===== config.mk =====
export PLATFORM = sky130hd
export DESIGN_NAME = uart_regbank
export DESIGN_NICKNAME = d
export VERILOG_FILES = /design/src/rtl/uart_regbank_pkg.sv /design/src/rtl/uart_rxq.sv /design/src/rtl/uart_irq_ctrl.sv /design/src/rtl/uart_id_rom.sv /design/src/rtl/uart_regbank.sv
export SDC_FILE = /design/constraint.sdc
export NUM_CORES = 1
export LEC_CHECK = 0
export ABC_AREA = 1
export BUFFER_PORTS_ARGS = -buffer_cell sky130_fd_sc_hd__buf_4
export CAP_MARGIN = 20
export CELL_PAD_IN_SITES_DETAIL_PLACEMENT = 1
export CELL_PAD_IN_SITES_GLOBAL_PLACEMENT = 1
export CORE_ASPECT_RATIO = 0.75
export CORE_MARGIN = 5
export CORE_UTILIZATION = 34
export DETAILED_ROUTE_END_ITERATION = 8
export PLACE_DENSITY = 0.63
export REMOVE_ABC_BUFFERS = 1
export SYNTH_ARGS = -nofsm -noshare
export SYNTH_HDL_FRONTEND = slang
export SYNTH_HIERARCHICAL = 1
export SYNTH_SLANG_ARGS = --single-unit

===== constraint.sdc =====
create_clock -name clk -period 4.95 [get_ports clk]
set_clock_uncertainty 0.2 [all_clocks]
set_input_delay 0 -clock clk [delete_from_list [all_inputs] [get_ports clk]]
set_output_delay 0 -clock clk [all_outputs]
set_load 0.02 [all_outputs]

===== src/rtl/uart_regbank_pkg.sv =====
package uart_regbank_pkg;

  // word offsets decoded by the register bank
  localparam int OFF_DATA  = 'h00;
  localparam int OFF_ESTAT = 'h01;
  localparam int OFF_FLAGS = 'h06;
  localparam int OFF_IDIV  = 'h09;
  localparam int OFF_FDIV  = 'h0A;
  localparam int OFF_LINE  = 'h0B;
  localparam int OFF_CTRL  = 'h0C;
  localparam int OFF_LVL   = 'h0D;
  localparam int OFF_MASK  = 'h0E;
  localparam int OFF_RAW   = 'h0F;
  localparam int OFF_MSKD  = 'h10;
  localparam int OFF_CLR   = 'h11;

  // interrupt bit positions
  localparam int IRQ_RX = 4;
  localparam int IRQ_TX = 5;
  localparam int IRQ_RT = 6;

  localparam int LOOP_BIT   = 7;
  localparam int OVR_BIT    = 3;
  localparam int FL_TXEMPTY = 7;
  localparam int FL_RXFULL  = 6;
  localparam int FL_RXEMPTY = 4;

  localparam logic [15:0] CTRL_KEEP  = 16'hFFC7;
  localparam logic [15:0] LVL_RESET  = 16'h0012;
  localparam logic [31:0] ID_PERIPH  = 32'h0024_1011;
  localparam logic [31:0] ID_CELL    = 32'hB105_F00D;

  // receive trigger level chosen by the 3-bit selector
  function automatic int rx_trigger(input logic [2:0] sel, input int depth);
    case (sel)
      3'd0:    return depth / 8;
      3'd1:    return depth / 4;
      3'd2:    return depth / 2;
      3'd3:    return (depth * 3) / 4;
      3'd4:    return (depth * 7) / 8;
      default: return depth;
    endcase
  endfunction

endpackage


===== src/rtl/uart_rxq.sv =====
module uart_rxq #(
  parameter int DEPTH = 16,
  localparam int CW = $clog2(DEPTH + 1),
  localparam int PW = (DEPTH > 1) ? $clog2(DEPTH) : 1
) (
  input  logic          clk,
  input  logic          rst_n,
  input  logic          push,
  input  logic [7:0]    push_byte,
  input  logic          pop,
  output logic          push_ok,
  output logic          pop_ok,
  output logic [7:0]    head,
  output logic [CW-1:0] cnt_q,
  output logic [CW-1:0] cnt_d
);

  logic [7:0]    store [DEPTH];
  logic [PW-1:0] wr_q, wr_d, rd_q, rd_d;
  logic          full, empty;

  assign full  = (cnt_q == CW'(DEPTH));
  assign empty = (cnt_q == '0);
  assign pop_ok  = pop && !empty;
  assign push_ok = push && (!full || pop_ok);
  assign head    = empty ? 8'h00 : store[rd_q];

  always_comb begin
    wr_d  = wr_q;
    rd_d  = rd_q;
    cnt_d = cnt_q;
    if (push_ok) wr_d = (wr_q == PW'(DEPTH - 1)) ? '0 : wr_q + 1'b1;
    if (pop_ok)  rd_d = (rd_q == PW'(DEPTH - 1)) ? '0 : rd_q + 1'b1;
    if (push_ok && !pop_ok) cnt_d = cnt_q + 1'b1;
    if (pop_ok && !push_ok) cnt_d = cnt_q - 1'b1;
  end

  always_ff @(posedge clk or negedge rst_n) begin
    if (!rst_n) begin
      wr_q  <= '0;
      rd_q  <= '0;
      cnt_q <= '0;
    end else begin
      wr_q  <= wr_d;
      rd_q  <= rd_d;
      cnt_q <= cnt_d;
    end
  end

  always_ff @(posedge clk) begin
    if (push_ok) store[wr_q] <= push_byte;
  end

  assert_fill_bound_R5: assert property (@(posedge clk) disable iff (!rst_n)
    cnt_q <= CW'(DEPTH));

  assert_full_drop_R4: assert property (@(posedge clk) disable iff (!rst_n)
    (push && full && !pop) |=> (cnt_q == CW'(DEPTH)));

  assert_empty_pop_R11: assert property (@(posedge clk) disable iff (!rst_n)
    (pop && empty && !push) |=> (cnt_q == '0));

endmodule


===== src/rtl/uart_irq_ctrl.sv =====
module uart_irq_ctrl
  import uart_regbank_pkg::*;
#(
  parameter int IRQ_W = 11,
  parameter int CW    = 5
) (
  input  logic             clk,
  input  logic             rst_n,
  input  logic             clr_en,
  input  logic [IRQ_W-1:0] clr_val,
  input  logic             tx_evt,
  input  logic             push_ok,
  input  logic             pop_ok,
  input  logic [CW-1:0]    cnt_q,
  input  logic [CW-1:0]    cnt_d,
  input  logic [CW-1:0]    trig,
  output logic [IRQ_W-1:0] raw_q
);

  logic [IRQ_W-1:0] raw_d;

  // clears apply first so that a same-cycle event survives
  always_comb begin
    raw_d = raw_q;
    if (clr_en) raw_d = raw_d & ~clr_val;
    if (tx_evt) raw_d[IRQ_TX] = 1'b1;
    if (push_ok) begin
      raw_d[IRQ_RT] = 1'b1;
      if ((cnt_q < trig) && (cnt_d >= trig)) raw_d[IRQ_RX] = 1'b1;
    end
    if (pop_ok) begin
      if (cnt_d < trig)  raw_d[IRQ_RX] = 1'b0;
      if (cnt_d == '0)   raw_d[IRQ_RT] = 1'b0;
    end
  end

  always_ff @(posedge clk or negedge rst_n) begin
    if (!rst_n) raw_q <= '0;
    else        raw_q <= raw_d;
  end

  assert_tx_sets_R3: assert property (@(posedge clk) disable iff (!rst_n)
    tx_evt |=> raw_q[IRQ_TX]);

  assert_clear_tx_R7: assert property (@(posedge clk) disable iff (!rst_n)
    (clr_en && clr_val[IRQ_TX] && !tx_evt) |=> !raw_q[IRQ_TX]);

  assert_timeout_data_R6: assert property (@(posedge clk) disable iff (!rst_n)
    raw_q[IRQ_RT] |-> (cnt_q != '0));

endmodule


===== src/rtl/uart_id_rom.sv =====
module uart_id_rom
  import uart_regbank_pkg::*;
#(
  parameter int ADDR_W = 10
) (
  input  logic [ADDR_W-1:0] addr,
  output logic              hit,
  output logic [7:0]        id_byte
);

  logic [31:0] word;

  assign hit  = &addr[ADDR_W-1:3];
  assign word = addr[2] ? ID_CELL : ID_PERIPH;

  always_comb begin
    id_byte = 8'h00;
    for (int b = 0; b < 4; b++) begin
      if (addr[1:0] == 2'(b)) id_byte = word[8*b +: 8];
    end
  end

endmodule


===== src/rtl/uart_regbank.sv =====
module uart_regbank
  import uart_regbank_pkg::*;
#(
  parameter int ADDR_W     = 10,
  parameter int DATA_W     = 16,
  parameter int FIFO_DEPTH = 16,
  parameter int IRQ_W      = 11
) (
  input  logic              clk,
  input  logic              rst_n,
  input  logic              bus_valid,
  input  logic              bus_write,
  input  logic [ADDR_W-1:0] bus_addr,
  input  logic [DATA_W-1:0] bus_wdata,
  output logic              rd_valid,
  output logic [DATA_W-1:0] rd_data,
  input  logic              rx_in_valid,
  input  logic [7:0]        rx_in_byte,
  output logic              tx_valid,
  output logic [7:0]        tx_byte,
  output logic              irq
);

  localparam int CW = $clog2(FIFO_DEPTH + 1);

  // access decode
  logic acc_rd, acc_wr;
  logic sel_data, sel_estat, sel_flags, sel_idiv, sel_fdiv, sel_line;
  logic sel_ctrl, sel_lvl, sel_mask, sel_raw, sel_mskd, sel_clr;

  assign acc_rd    = bus_valid && !bus_write;
  assign acc_wr    = bus_valid &&  bus_write;
  assign sel_data  = (bus_addr == ADDR_W'(OFF_DATA));
  assign sel_estat = (bus_addr == ADDR_W'(OFF_ESTAT));
  assign sel_flags = (bus_addr == ADDR_W'(OFF_FLAGS));
  assign sel_idiv  = (bus_addr == ADDR_W'(OFF_IDIV));
  assign sel_fdiv  = (bus_addr == ADDR_W'(OFF_FDIV));
  assign sel_line  = (bus_addr == ADDR_W'(OFF_LINE));
  assign sel_ctrl  = (bus_addr == ADDR_W'(OFF_CTRL));
  assign sel_lvl   = (bus_addr == ADDR_W'(OFF_LVL));
  assign sel_mask  = (bus_addr == ADDR_W'(OFF_MASK));
  assign sel_raw   = (bus_addr == ADDR_W'(OFF_RAW));
  assign sel_mskd  = (bus_addr == ADDR_W'(OFF_MSKD));
  assign sel_clr   = (bus_addr == ADDR_W'(OFF_CLR));

  // configuration state
  logic [15:0]      idiv_q, idiv_d;
  logic [5:0]       fdiv_q, fdiv_d;
  logic [7:0]       line_q, line_d;
  logic [15:0]      ctrl_q, ctrl_d;
  logic [5:0]       lvl_q,  lvl_d;
  logic [IRQ_W-1:0] mask_q, mask_d;
  logic [3:0]       estat_q, estat_d;
  logic             loop_en;

  assign loop_en = ctrl_q[LOOP_BIT];

  // receive queue hookup
  logic          q_push, q_pop, q_push_ok, q_pop_ok;
  logic [7:0]    q_push_byte, q_head;
  logic [CW-1:0] q_cnt, q_cnt_d, trig;
  logic          wr_data;

  assign wr_data     = acc_wr && sel_data;
  assign q_push      = loop_en ? wr_data : rx_in_valid;
  assign q_push_byte = loop_en ? bus_wdata[7:0] : rx_in_byte;
  assign q_pop       = acc_rd && sel_data;
  assign trig        = CW'(rx_trigger(lvl_q[5:3], FIFO_DEPTH));

  uart_rxq #(.DEPTH(FIFO_DEPTH)) u_rxq (
    .clk       (clk),
    .rst_n     (rst_n),
    .push      (q_push),
    .push_byte (q_push_byte),
    .pop       (q_pop),
    .push_ok   (q_push_ok),
    .pop_ok    (q_pop_ok),
    .head      (q_head),
    .cnt_q     (q_cnt),
    .cnt_d     (q_cnt_d)
  );

  logic [IRQ_W-1:0] raw_q;

  uart_irq_ctrl #(.IRQ_W(IRQ_W), .CW(CW)) u_irq (
    .clk     (clk),
    .rst_n   (rst_n),
    .clr_en  (acc_wr && sel_clr),
    .clr_val (bus_wdata[IRQ_W-1:0]),
    .tx_evt  (wr_data),
    .push_ok (q_push_ok),
    .pop_ok  (q_pop_ok),
    .cnt_q   (q_cnt),
    .cnt_d   (q_cnt_d),
    .trig    (trig),
    .raw_q   (raw_q)
  );

  logic             id_hit;
  logic [7:0]       id_byte;

  uart_id_rom #(.ADDR_W(ADDR_W)) u_id (
    .addr    (bus_addr),
    .hit     (id_hit),
    .id_byte (id_byte)
  );

  // next-state for configuration and error status
  always_comb begin
    idiv_d = idiv_q;
    fdiv_d = fdiv_q;
    line_d = line_q;
    ctrl_d = ctrl_q;
    lvl_d  = lvl_q;
    mask_d = mask_q;
    if (acc_wr) begin
      if (sel_idiv) idiv_d = bus_wdata[15:0];
      if (sel_fdiv) fdiv_d = bus_wdata[5:0];
      if (sel_line) line_d = bus_wdata[7:0];
      if (sel_ctrl) ctrl_d = bus_wdata[15:0] & CTRL_KEEP;
      if (sel_lvl)  lvl_d  = bus_wdata[5:0];
      if (sel_mask) mask_d = bus_wdata[IRQ_W-1:0];
    end
  end

  always_comb begin
    estat_d = (acc_wr && sel_estat) ? 4'h0 : estat_q;
    if (q_push && !q_push_ok) estat_d[OVR_BIT] = 1'b1;
  end

  // read data mux
  logic [IRQ_W-1:0]  mskd;
  logic [DATA_W-1:0] rdata_d;
  logic [7:0]        flags;

  assign mskd = raw_q & mask_q;

  always_comb begin
    flags = 8'h00;
    flags[FL_TXEMPTY] = 1'b1;
    flags[FL_RXFULL]  = (q_cnt == CW'(FIFO_DEPTH));
    flags[FL_RXEMPTY] = (q_cnt == '0);
  end

  always_comb begin
    rdata_d = '0;
    if (sel_data) begin
      rdata_d[7:0]  = q_head;
      rdata_d[11:8] = estat_q;
    end
    else if (sel_estat) rdata_d[3:0]        = estat_q;
    else if (sel_flags) rdata_d[7:0]        = flags;
    else if (sel_idiv)  rdata_d[15:0]       = idiv_q;
    else if (sel_fdiv)  rdata_d[5:0]        = fdiv_q;
    else if (sel_line)  rdata_d[7:0]        = line_q;
    else if (sel_ctrl)  rdata_d[15:0]       = ctrl_q;
    else if (sel_lvl)   rdata_d[5:0]        = lvl_q;
    else if (sel_mask)  rdata_d[IRQ_W-1:0]  = mask_q;
    else if (sel_raw)   rdata_d[IRQ_W-1:0]  = raw_q;
    else if (sel_mskd)  rdata_d[IRQ_W-1:0]  = mskd;
    else if (id_hit)    rdata_d[7:0]        = id_byte;
  end

  // registers
  always_ff @(posedge clk or negedge rst_n) begin
    if (!rst_n) begin
      idiv_q  <= '0;
      fdiv_q  <= '0;
      line_q  <= '0;
      ctrl_q  <= '0;
      lvl_q   <= LVL_RESET[5:0];
      mask_q  <= '0;
      estat_q <= '0;
    end else begin
      idiv_q  <= idiv_d;
      fdiv_q  <= fdiv_d;
      line_q  <= line_d;
      ctrl_q  <= ctrl_d;
      lvl_q   <= lvl_d;
      mask_q  <= mask_d;
      estat_q <= estat_d;
    end
  end

  always_ff @(posedge clk or negedge rst_n) begin
    if (!rst_n) begin
      rd_valid <= 1'b0;
      rd_data  <= '0;
    end else begin
      rd_valid <= acc_rd;
      if (acc_rd) rd_data <= rdata_d;
    end
  end

  always_ff @(posedge clk or negedge rst_n) begin
    if (!rst_n) begin
      tx_valid <= 1'b0;
      tx_byte  <= '0;
    end else begin
      tx_valid <= wr_data && !loop_en;
      if (wr_data && !loop_en) tx_byte <= bus_wdata[7:0];
    end
  end

  assign irq = |mskd;

  assert_resp_follows_req_R11: assert property (@(posedge clk) disable iff (!rst_n)
    rd_valid |-> $past(acc_rd));

  assert_tx_only_direct_R3: assert property (@(posedge clk) disable iff (!rst_n)
    tx_valid |-> $past(wr_data && !loop_en));

  assert_overrun_sticky_R4: assert property (@(posedge clk) disable iff (!rst_n)
    (estat_q[OVR_BIT] && !(acc_wr && sel_estat)) |=> estat_q[OVR_BIT]);

  assert_loop_ignores_rx_R12: assert property (@(posedge clk) disable iff (!rst_n)
    (rx_in_valid && loop_en && !bus_valid) |=> (q_cnt == $past(q_cnt)));

endmodule


==> metrics.md, run 1 <==
| Metric | Value |
|---|---|
| Finish-stage setup viols | `0` |
| Largest net degree at the start of global routing | `57` |
| Hold endpoint | `u_rxq/store[7][0]` |
| R2r startpoint | `u_rxq/cnt_q[0]` |
| CP Cell Sequence | `dlygate4sd3_1, buf_4, nor2_4, dlygate4sd3_1, nand3_2, dlygate4sd3_1, nor2_2, dlygate4sd3_1, inv_2, nor2_2, inv_2, nand2_1, o21ai_0, inv_2, o21ai_2, inv_2, nand2_1, nor2_1` |
| Max clock buf depth | `3` |
| Hold slack | `-3.11 ps` |
| Sequential fraction of the synthesis area | `0.576` |
| Worst-path maximum fanout | `12` |
| RSZ-0062 raised after global routing | `no` |
| Fin crit share | `0.952` |
| DR WL/cell | `19.5 µm` |
| Yosys warns | `6` |
| Crit-path slowest cell | `nor2_1` |
| Vias in the first global route | `9,408` |
| Levels on crit path | `18` |
| CP Capture Type | `flip-flop` |
| Setup TNS | `0 ps` |
| Post-route met1 wirelength | `19,000 µm` |
| Slew HR | `0.262` |
| Drt total wl | `36,300 µm` |
| # port buffers | `65` |
| DRT iter0 DRCs | `753` |
| CTS buffer count | `26` |
| Static leakage | `between 6 and 7 nW` |
| Skew-Pair Late Insertion Delay | `540 ps` |
| Vias after detailed routing | `between 9,000 and 10,000` |
| Final hold vios | `4` |
| WL met2 | `15,100 µm` |
| Post-CTS setup buffers | `0` |
| Initial Util | `0.344` |
| HP Class | `in -> reg` |
| Total GRT Usage | `0.191` |
| Area of the core | `33,500 µm²` |
| Mapped Area | `11,500 µm²` |
| CTS tree | `done` |
| Bufs and invs on worst path | `9` |
| Worst r2r path cells | `16` |
| Final ANT Viol Nets | `0` |
| Fraction of layout instances using a drive strength above 1 | `0.135` |
| Max-cap viol count | `0` |
| CP required | `4920 ps` |
| Die height | `169 µm` |
| Max Freq | `212 MHz` |
| Final Util | `0.410` |
| # rows | `58` |
| Power density over the cells | `362 nW/µm²` |
| Wire length on met3 | `1470 µm` |
| # clock sinks | `239` |
| FF-to-FF End | `u_irq/raw_q[4]` |
| Worst Tran Pin Value | `1110 ps` |
| Synthesis-stage register bit count | `~240` |
| Min Tclk post-route | `4710 ps` |
| Hold path depth | `3` |
| Critical Path Source | `bus_addr[8]` |
| H-tree Lvls | `1` |
| Die X | `222 µm` |
| Initial antenna violation count | `0` |
| Outcome | `finished with violations` |
| Kind of start point of the critical path | `input pin` |
| Max incr delay on CP | `650 ps` |
| Placed wire-length estimate | `25,500 µm` |
| Critical path class | `in -> reg` |
| First-pass GRT wire length | `56,300 µm` |
| N_diodes | `0` |
| DR DRC count | `0` |
| Syn Area/Cell | `8.92 µm²` |
| Violated checks | `hold timing` |
| Reg clk slew, reported paths | `60 ps` |
| Cells after synthesis | `1,289` |
| Pre-antenna DRT Iters | `5` |
| Top Family by Delay on Critical Path | `buffers and inverters` |
| Avg Vias per Cell | `4.95` |
| Peak supply drop | `0.239 mV` |
| Root Buffer | `clkbuf_16` |
| Layout net count | `approximately 1,400` |
| RePlAce Congestion | `0.877` |
| Hold wc startpoint | `rx_in_byte[0]` |
| Area growth from synthesis to layout | `19.4%` |
| GRT overflow | `0` |
| # IOs | `66` |
| R2R Setup Slk | `2070 ps` |
| Final slew viol count | `0` |
| Distinct cells, synth | `47` |
| Worst Path Arrival | `between 4000 and 5000 ps` |
| Die ar. | `37,600 µm²` |
| Top sig layer | `met4` |
## cell families after synthesis
family / share of synthesized area
AO/OA/AOI/OAI: 0.0953
XOR/XNOR: 0.000762
adder cells (fa/ha/maj): 0.0174
buffers and inverters: 0.0594
flip-flops: 0.576
other: 0.000653
AND/OR/NAND/NOR: 0.250
## layout make-up
type	instances	area (µm²)
inverter	114	429
clock inverter	15	155
sequential	239	6630
multi-input combinational	894	4220
timing repair buffer	117	1020
fill	3888	19700
clock buffer	33	718
tap	450	563
## layout by cell type (no fill, tap or decap), types with 3 or more instances in the layout
cell type / instances
a22o_1: 7
dlygate4sd3_1: 44
a21boi_0: 4
o21ai_2: 14
nand2_1: 476
o21ai_1: 12
buf_4: 71
nand4_1: 8
inv_1: 92
conb_1: 3
nor3_1: 10
clkinv_1: 5
nor2_4: 7
o21ai_0: 81
inv_2: 19
o211ai_1: 5
clkbuf_16: 27
nor2_2: 11
a21oi_1: 49
nor2_1: 70
nand3_1: 76
ha_1: 16
nand3_2: 3
bufinv_16: 3
edfxtp_1: 128
nand3b_1: 3
a21o_1: 5
a21boi_1: 4
dfrtp_1: 108
clkbuf_1: 4
clkinv_2: 7
nand2_2: 9
## registers in the layout, indices dropped and copies added (netlist names)
| register | cells |
|---|---|
| u_rxq/store | 128 |
| idiv_q | 16 |
| rd_data | 16 |
| ctrl_q | 13 |
| mask_q | 11 |
| u_irq/raw_q | 11 |
| line_q | 8 |
| tx_byte | 8 |
| fdiv_q | 6 |
| lvl_q | 6 |
| u_rxq/cnt_q | 5 |
| u_rxq/rd_q | 4 |
| u_rxq/wr_q | 4 |
| estat_q | 1 |
| rd_valid | 1 |
| tx_valid | 1 |
## Yosys cell counts, drive strengths merged
cell type,count,area [µm²]
a31oi,1,6.26
o21ai,107,569
nand3,80,428
a21o,5,37.5
buf,30,205
or2,3,18.8
conb,2,7.51
clkinv,3,12.5
nor4,2,12.5
edfxtp,128,3840
a2111oi,1,8.76
a22o,7,61.3
nand2,485,1840
inv,111,417
xor2,1,8.76
ha,16,200
clkbuf,13,48.8
a21oi,51,263
nor3,13,86.3
a21boi,8,60.1
o211ai,7,62.6
dfstp,2,52.6
nor2,88,405
nand3b,3,22.5
o21bai,2,15.0
nand4,9,62.6
o22ai,2,12.5
dfrtp,109,2730
## worst max-delay path by stage
stage | to
detailed placement | u_rxq/store[10][3]
floorplan | rd_data[3]
global placement | u_irq/raw_q[4]
CTS | u_rxq/store[8][3]
global route | u_irq/raw_q[4]
finish | u_rxq/store[6][7]
## per-stage QoR
| step | std cells | total power [mW] | cell area, µm² | worst slack [ps] |
|---|---|---|---|---|
| 3_5_place_dp | 1769 | 2.98 | 12400 | 1840 |
| 3_3_place_gp | 1768 | 2.96 | 12400 | 1970 |
| 4_1_cts | 1862 | 5.02 | 13700 | 264 |
| 6_report | 1862 | 4.97 | 13700 | 238 |
| 2_1_floorplan | 1247 | 2.72 | 11200 | 1880 |
| 5_1_grt | 1862 | 5.21 | 13700 | 26.3 |
## worst register-to-register path, delay by kind of cell, from the launching register on
kind	cells	cell delay, ps
flip-flops	1	450
adder cells (fa/ha/maj)	2	620
AO/OA/AOI/OAI	2	180
AND/OR/NAND/NOR	11	1190
buffers and inverters	1	130
## routing by layer
| metal | track usage | vias to the layer above |
|---|---|---|
| met4 | 0.0439 | 0 |
| met5 | 0 | - |
| met2 | 0.278 | 174 |
| met3 | 0.0296 | 49 |
| li1 | - | 4436 |
| met1 | 0.299 | 4560 |
## timing repair
item                                   in CTS  in global routing
hold buffers                               45                  0
resized for setup                           0                  3
endpoints found under the hold margin     213                  0
setup endpoints to repair                   0                 38
## where the power goes
part / leakage (nW) / switching, mW / total, mW / internal, mW
sequential: 2.64 / 0.0908 / 2.32 / 2.23
clock: 0.427 / 0.815 / 2.00 / 1.18
combinational: 3.01 / 0.448 / 0.647 / 0.200
total: 6.08 / 1.35 / 4.97 / 3.61
Note: power is estimated with default switching activity, not from simulation.
==> run 2: changes to the inputs <==
--- a/config.mk
+++ b/config.mk
@@ -15,6 +15,7 @@
 export CORE_UTILIZATION = 34
 export DETAILED_ROUTE_END_ITERATION = 8
 export PLACE_DENSITY = 0.63
+export RECOVER_POWER = 100
 export REMOVE_ABC_BUFFERS = 1
 export SYNTH_ARGS = -nofsm -noshare
 export SYNTH_HDL_FRONTEND = slang
==> metrics.md, run 2 (synthesized netlist as in run 1, its figures left out) <==
| Metric | Value |
|---|---|
| Critical path class | `in -> reg` |
| Most flop-heavy register | `u_rxq/store` |
| Die height | `between 150 and 200 µm` |
| Most frequent cells in the layout | `nand2_1, edfxtp_1, dfrtp_1, o21ai_0, inv_1` |
| Final worst slack | `260 ps` |
| # IOs | `66` |
| Pre-CTS worst setup slack | `1840 ps` |
| Power density over the cells | `368 nW/µm²` |
| DRT iter0 DRCs | `721` |
| Worst Path Arrival | `between 4000 and 5000 ps` |
| Largest regs | `u_rxq/store (128), idiv_q (16), rd_data (16)` |
| Total GRT Usage | `0.191` |
| Multi-input logic area | `about 4100 µm²` |
| Pre-antenna DRT Iters | `4` |
| CP Capture Type | `flip-flop` |
| Final Total Pwr | `roughly 5.0 mW` |
| Max-cap viol count | `8` |
| Commonest non-fill, non-tap cell in the layout | `nand2_1` |
| DR DRC count | `0` |
| HP Class | `in -> reg` |
| Root Buffer | `clkbuf_16` |
| Min Tclk post-route | `4690 ps` |
| Area growth from synthesis to layout | `17.1%` |
| Largest net degree at the start of global routing | `57` |
| CP required | `about 4900 ps` |
| Violated checks | `hold timing, capacitance limit, slew limit` |
| Fraction of layout instances using a drive strength above 1 | `0.0899` |
| FF-to-FF End | `u_rxq/store[6][4]` |
| Reg clk slew, reported paths | `60 ps` |
| R2R Setup Slk | `roughly 1100 ps` |
| Fin crit share | `0.948` |
| # port buffers | `65` |
| Finish-stage setup viols | `0` |
| Outcome | `finished with violations` |
| H-tree Lvls | `1` |
| Die ar. | `37,600 µm²` |
| Vias after detailed routing | `9,263` |
| RSZ-0062 raised after global routing | `no` |
| Worst r2r path cells | `2` |
| R2r startpoint | `ctrl_q[7]` |
| GRT overflow | `0` |
| Max Freq | `approximately 210 MHz` |
| Hold endpoint | `rd_data[4]` |
| Die X | `222 µm` |
| Initial Util | `0.344` |
| Max clock buf depth | `3` |
| First-pass GRT wire length | `about 56,000 µm` |
| Hold wc startpoint | `bus_addr[0]` |
| Initial antenna violation count | `0` |
| Area of the core | `33,500 µm²` |
| Setup TNS | `0 ps` |
| Worst Tran Pin Value | `3130 ps` |
| Drt total wl | `about 36,000 µm` |
| RePlAce Congestion | `around 0.88` |
| Kind of start point of the critical path | `input pin` |
| Final slew viol count | `212` |
| # rows | `58` |
| Hold path depth | `8` |
| Placed wire-length estimate | `25,500 µm` |
| Skew-Pair Late Insertion Delay | `540 ps` |
| Worst-path maximum fanout | `12` |
| CTS buffer count | `26` |
| # clock sinks | `between 200 and 250` |
| Peak supply drop | `~0.24 mV` |
| Final ANT Viol Nets | `0` |
| Max reg flops | `128` |
| Avg Vias per Cell | `4.97` |
| N_diodes | `0` |
| CTS tree | `done` |
| Layout fillers | `just under 4,000` |
| Post-CTS setup buffers | `0` |
| Final hold vios | `4` |
| Hold slack | `-21.7 ps` |
| Vias in the first global route | `9,408` |
| Slew HR | `-1.09` |
| Layout net count | `1,447` |
| FF/Latch Area | `6630 µm²` |
| Static leakage | `between 5 and 6 nW` |
| DR WL/cell | `19.5 µm` |
## run 2: cell types whose count changed in the layout (fill, tap and decap cells not counted), sizes merged
cell,delta
buf,-37
clkbuf,+37
## run 2: cell type report
type / instances / area share
sequential: 239 / 0.492
clock buffer: 33 / 0.0533
tap: 450 / 0.0418
multi-input combinational: 894 / 0.305
timing repair buffer: 117 / 0.0643
inverter: 114 / 0.0318
clock inverter: 15 / 0.0115
## run 2: worst max path at each step
stage	from	slack, ps	depth (start not counted)	to
3_5_place_dp	bus_addr[1]	1840	14	u_rxq/store[10][3]
3_3_place_gp	bus_write	1970	16	u_irq/raw_q[4]
6_report	bus_addr[8]	260	18	u_rxq/store[6][7]
5_1_grt	bus_addr[8]	40	22	u_irq/raw_q[4]
4_1_cts	bus_addr[8]	260	18	u_rxq/store[8][3]
2_1_floorplan	u_rxq/rd_q[0]	1880	11	rd_data[3]
## run 2: stage by stage
step | hold slack (ps) | cells | area [µm²] | utilization
detailed placement | -76.8 | 1769 | 12400 | 0.370
floorplan | -496 | 1247 | 11200 | -
global route | 10.3 | 1862 | 13500 | 0.402
CTS | 1.78 | 1862 | 13700 | 0.410
finish | -21.7 | 1862 | 13500 | 0.402
global placement | -76.7 | 1768 | 12400 | 0.370
## run 2: what timing repair did
| item | 4_1_cts | 5_1_grt |
|---|---|---|
| setup endpoints to repair | 0 | 38 |
| hold buffers | 45 | 0 |
| resized for setup | 0 | 3 |
| hold endpoints to repair | 213 | 0 |
## run 2: report_power, final
part,leakage [nW],internal [mW],switching [mW]
logic,2.82,0.191,0.439
registers,2.64,2.24,0.0904
clock network,0.427,1.18,0.813
total,5.89,3.61,1.34
## run 2: worst max-delay path, cell delays in order
cell,delay (ps)
dlygate4sd3_1,530
clkbuf_1,140
nor2_4,120
dlygate4sd3_1,600
nand3_1,130
dlygate4sd3_1,610
nor2_2,130
dlygate4sd3_1,600
inv_2,70
nor2_2,130
inv_2,50
nand2_1,50
o21ai_0,160
inv_2,170
o21ai_2,100
inv_2,200
nand2_1,220
nor2_1,640
## run 2: per-layer routing
metal / share of wire / vias to the layer above / global-route usage
met5: 0 / - / 0
met4: 0.022 / 0 / 0.0439
met3: 0.041 / 48 / 0.0296
met2: 0.42 / 197 / 0.278
met1: 0.52 / 4588 / 0.299
li1: - / 4430 / -
==> run 3: changes to the inputs <==
--- a/config.mk
+++ b/config.mk
@@ -6,6 +6,7 @@
 export NUM_CORES = 1
 export LEC_CHECK = 0
 export ABC_AREA = 1
+export ABC_CLOCK_PERIOD_IN_PS = 4950
 export BUFFER_PORTS_ARGS = -buffer_cell sky130_fd_sc_hd__buf_4
 export CAP_MARGIN = 20
 export CELL_PAD_IN_SITES_DETAIL_PLACEMENT = 1
@@ -14,10 +15,8 @@
 export CORE_MARGIN = 5
 export CORE_UTILIZATION = 34
 export DETAILED_ROUTE_END_ITERATION = 8
-export PLACE_DENSITY = 0.63
+export PLACE_DENSITY = 0.62
 export RECOVER_POWER = 100
-export REMOVE_ABC_BUFFERS = 1
 export SYNTH_ARGS = -nofsm -noshare
 export SYNTH_HDL_FRONTEND = slang
-export SYNTH_HIERARCHICAL = 1
 export SYNTH_SLANG_ARGS = --single-unit
==> metrics.md, run 3 <==
| Metric | Value |
|---|---|
| Outcome | `finished with violations` |
| Violated checks | `capacitance limit, slew limit` |
| Fraction of layout instances using a drive strength above 1 | `0.0837` |
| Peak supply drop | `between 0.15 and 0.2 mV` |
| Clock power share | `0.403` |
| Commonest non-fill, non-tap cell in the layout | `nand2_1` |
| Vias in the first global route | `8,735` |
| Most frequent cells in the layout | `nand2_1, o21ai_0, edfxtp_1, nor2_1, dfrtp_1` |
| Most instantiated cells after synthesis | `nand2_1, o21ai_0, edfxtp_1, nor2_1, dfrtp_1` |
| Worst Path Arrival | `4430 ps` |
| WL met2 | `approximately 14,000 µm` |
| Fin crit share | `0.907` |
| CP required | `~4900 ps` |
| Reg clk slew, reported paths | `~70 ps` |
| Final ANT Viol Nets | `0` |
| Area growth from synthesis to layout | `18.5%` |
| Most flop-heavy register | `u_rxq.store` |
| Hold endpoint | `ctrl_q[13]` |
| Max-cap viol count | `2` |
| Synth Area in XOR/XNOR | `0.00554` |
| FF-to-FF End | `u_rxq.store[9][1]` |
| # IOs | `66` |
| Sequential power share | `0.477` |
| Number of synthesized flops with an enable pin | `128` |
| Placed cell area | `12,000 µm²` |
| Vias after detailed routing | `8,547` |
| Max Freq | `223 MHz` |
| HP Class | `in -> reg` |
| # clock sinks | `239` |
| Pre-antenna DRT Iters | `5` |
| Pre-CTS worst setup slack | `1770 ps` |
| Yosys warns | `0` |
| Initial antenna violation count | `1` |
| Distinct cells, synth | `between 50 and 60` |
| Setup TNS | `0 ps` |
| Switch Pwr | `1.26 mW` |
| Area of the core | `32,200 µm²` |
| Worst-path maximum fanout | `9` |
| Synthesis-stage register bit count | `239` |
| Final Cell Area | `13,100 µm²` |
| GRT overflow | `0` |
| Final hold vios | `0` |
| Placed wire-length estimate | `23,300 µm` |
| Largest regs | `u_rxq.store (128), idiv_q (16), rd_data (16)` |
| Power density over the cells | `369 nW/µm²` |
| Sequential fraction of the synthesis area | `0.599` |
| Static leakage | `between 5 and 6 nW` |
| Die height | `about 170 µm` |
| Hold path depth | `4` |
| Min Tclk post-route | `4490 ps` |
| RePlAce Congestion | `0.855` |
| First-pass GRT wire length | `~53,000 µm` |
| Cells after synthesis | `around 1,100` |
| Synth Area in Compound Gates | `0.122` |
| Wire length on met3 | `1420 µm` |
| Layout net count | `~1,300` |
| Largest net degree at the start of global routing | `54` |
| Top cell type's share of synthesized area | `0.348` |
| Synth area leader | `edfxtp_1` |
| Internal power | `3.58 mW` |
| Adder-Cell Fraction of Synth Area | `0.0170` |
| Drt total wl | `34,100 µm` |
| Slew HR | `-0.703` |
| Worst r2r path cells | `7` |
| Top-count cell post-synth | `nand2_1` |
| Final worst slack | `463 ps` |
| Synth Flop Type | `edfxtp_1` |
| Simple-Gate Fraction of Synth Area | `0.194` |
| DRT iter0 DRCs | `755` |
| Max clock buf depth | `3` |
| Post-CTS setup buffers | `0` |
| Post-CTS Hold Fix Bufs | `51` |
| Cts repair resizes | `0` |
| Asr flop ratio synth | `0.464` |
| Finish-stage setup viols | `0` |
| Mapped Area | `11,100 µm²` |
| Total GRT Usage | `0.185` |
| DR DRC count | `0` |
| CTS tree | `done` |
| R2r startpoint | `ctrl_q[7]` |
| Hold wc startpoint | `bus_wdata[13]` |
| RSZ-0062 raised after global routing | `no` |
| Die X | `218 µm` |
| Synthesized net count | `1,160` |
| Top post-synthesis cells by area | `edfxtp_1, dfrtp_1, nand2_1` |
| Sw frac | `0.261` |
| Kind of start point of the critical path | `input pin` |
| CP Capture Type | `flip-flop` |
| # rows | `57` |
| Gate power share | `0.119` |
| CTS buffer count | `26` |
| # port buffers | `65` |
| Top sig layer | `met4` |
| Critical path class | `in -> reg` |
| Root Buffer | `clkbuf_16` |
| Initial Util | `0.343` |
| Max reg flops | `128` |
| H-tree Lvls | `1` |
| Avg Vias per Cell | `5.07` |
| Syn Area/Cell | `approximately 10 µm²` |
| Worst Tran Pin Value | `2550 ps` |
| DR WL/cell | `20.3 µm` |
| Skew-Pair Late Insertion Delay | `530 ps` |
| N_diodes | `0` |
| R2R Setup Slk | `~1500 ps` |
| Final slew viol count | `55` |
| Mux contribution to synthesized area | `0.0127` |
| Post-route met1 wirelength | `approximately 18,000 µm` |
| Die ar. | `36,300 µm²` |
| Main combinational cell family by area after synthesis | `simple AND/OR/NAND/NOR gates` |
## run 3: changes by cell type after synthesis, moves of 13 or more
cell	before	now
nand2_1	476	246
nor2_1	72	117
o21ai_0	86	131
a21oi_1	49	12
nand3_1	76	52
o32ai_1	0	18
clkbuf_1	13	27
mux2i_1	0	14
o221ai_1	0	14
inv_2	18	5
## run 3: cell type report
| cell class | instances | area (µm²) |
|---|---|---|
| fill | 3667 | 19100 |
| timing repair buffer | 131 | 978 |
| tap | 442 | 553 |
| multi-input combinational | 733 | 3750 |
| clock inverter | 18 | 166 |
| inverter | 93 | 349 |
| clock buffer | 29 | 683 |
| sequential | 239 | 6630 |
## run 3: per-stage QoR
step | hold slack [ps] | power [mW] | util | std cells
floorplan | -496 | 2.69 | - | 1106
detailed placement | 5.28 | 2.92 | 0.372 | 1586
CTS | 77.1 | 4.92 | 0.415 | 1684
global placement | -7.54 | 2.90 | 0.372 | 1585
global route | 115 | 5.07 | 0.406 | 1685
finish | 93.8 | 4.84 | 0.406 | 1685
## run 3: worst max path at each step
stage	start	end	slack, ps	cells after the start
2_1_floorplan	u_rxq.cnt_q[0]	u_irq.raw_q[4]	2210	18
3_3_place_gp	u_rxq.cnt_q[0]	u_irq.raw_q[4]	1860	19
3_5_place_dp	ctrl_q[7]	u_rxq.store[9][6]	1770	7
4_1_cts	bus_addr[6]	u_irq.raw_q[4]	710	23
5_1_grt	bus_addr[6]	u_irq.raw_q[4]	140	23
6_report	bus_addr[8]	u_rxq.store[9][1]	460	12
## run 3: cells by family after synthesis
logic type	count (synthesis)
DFF	239
buffers and inverters	134
adders and majority gates	15
and+or+nand+nor	473
AOI/OAI and AO/OA	224
muxes	14
xor gates and xnor gates	7
## run 3: critical path, stage by stage
cell           delay, ps
dlygate4sd3_1        530
clkbuf_4             140
nor2_1               300
dlygate4sd3_1        850
nand3_1              170
nor2_1               410
nand3_1              340
nand2_1              140
nand2_1              230
inv_1                320
nand2_1              170
nor2_1               810
## run 3: layer usage
metal / GRT usage / vias to the layer above
met5: 0 / -
met4: 0.0314 / 0
met3: 0.0211 / 35
met2: 0.267 / 171
met1: 0.303 / 4302
li1: - / 4039
## run 3: power groups by stage
| stage | clock [mW] | combinational [mW] | sequential [mW] |
|---|---|---|---|
| detailed placement | 0 | 0.568 | 2.35 |
| finish | 1.95 | 0.578 | 2.31 |
| CTS | 2.00 | 0.602 | 2.31 |
| global route | 2.09 | 0.657 | 2.33 |
| global placement | 0 | 0.556 | 2.35 |
| floorplan | 0 | 0.364 | 2.33 |
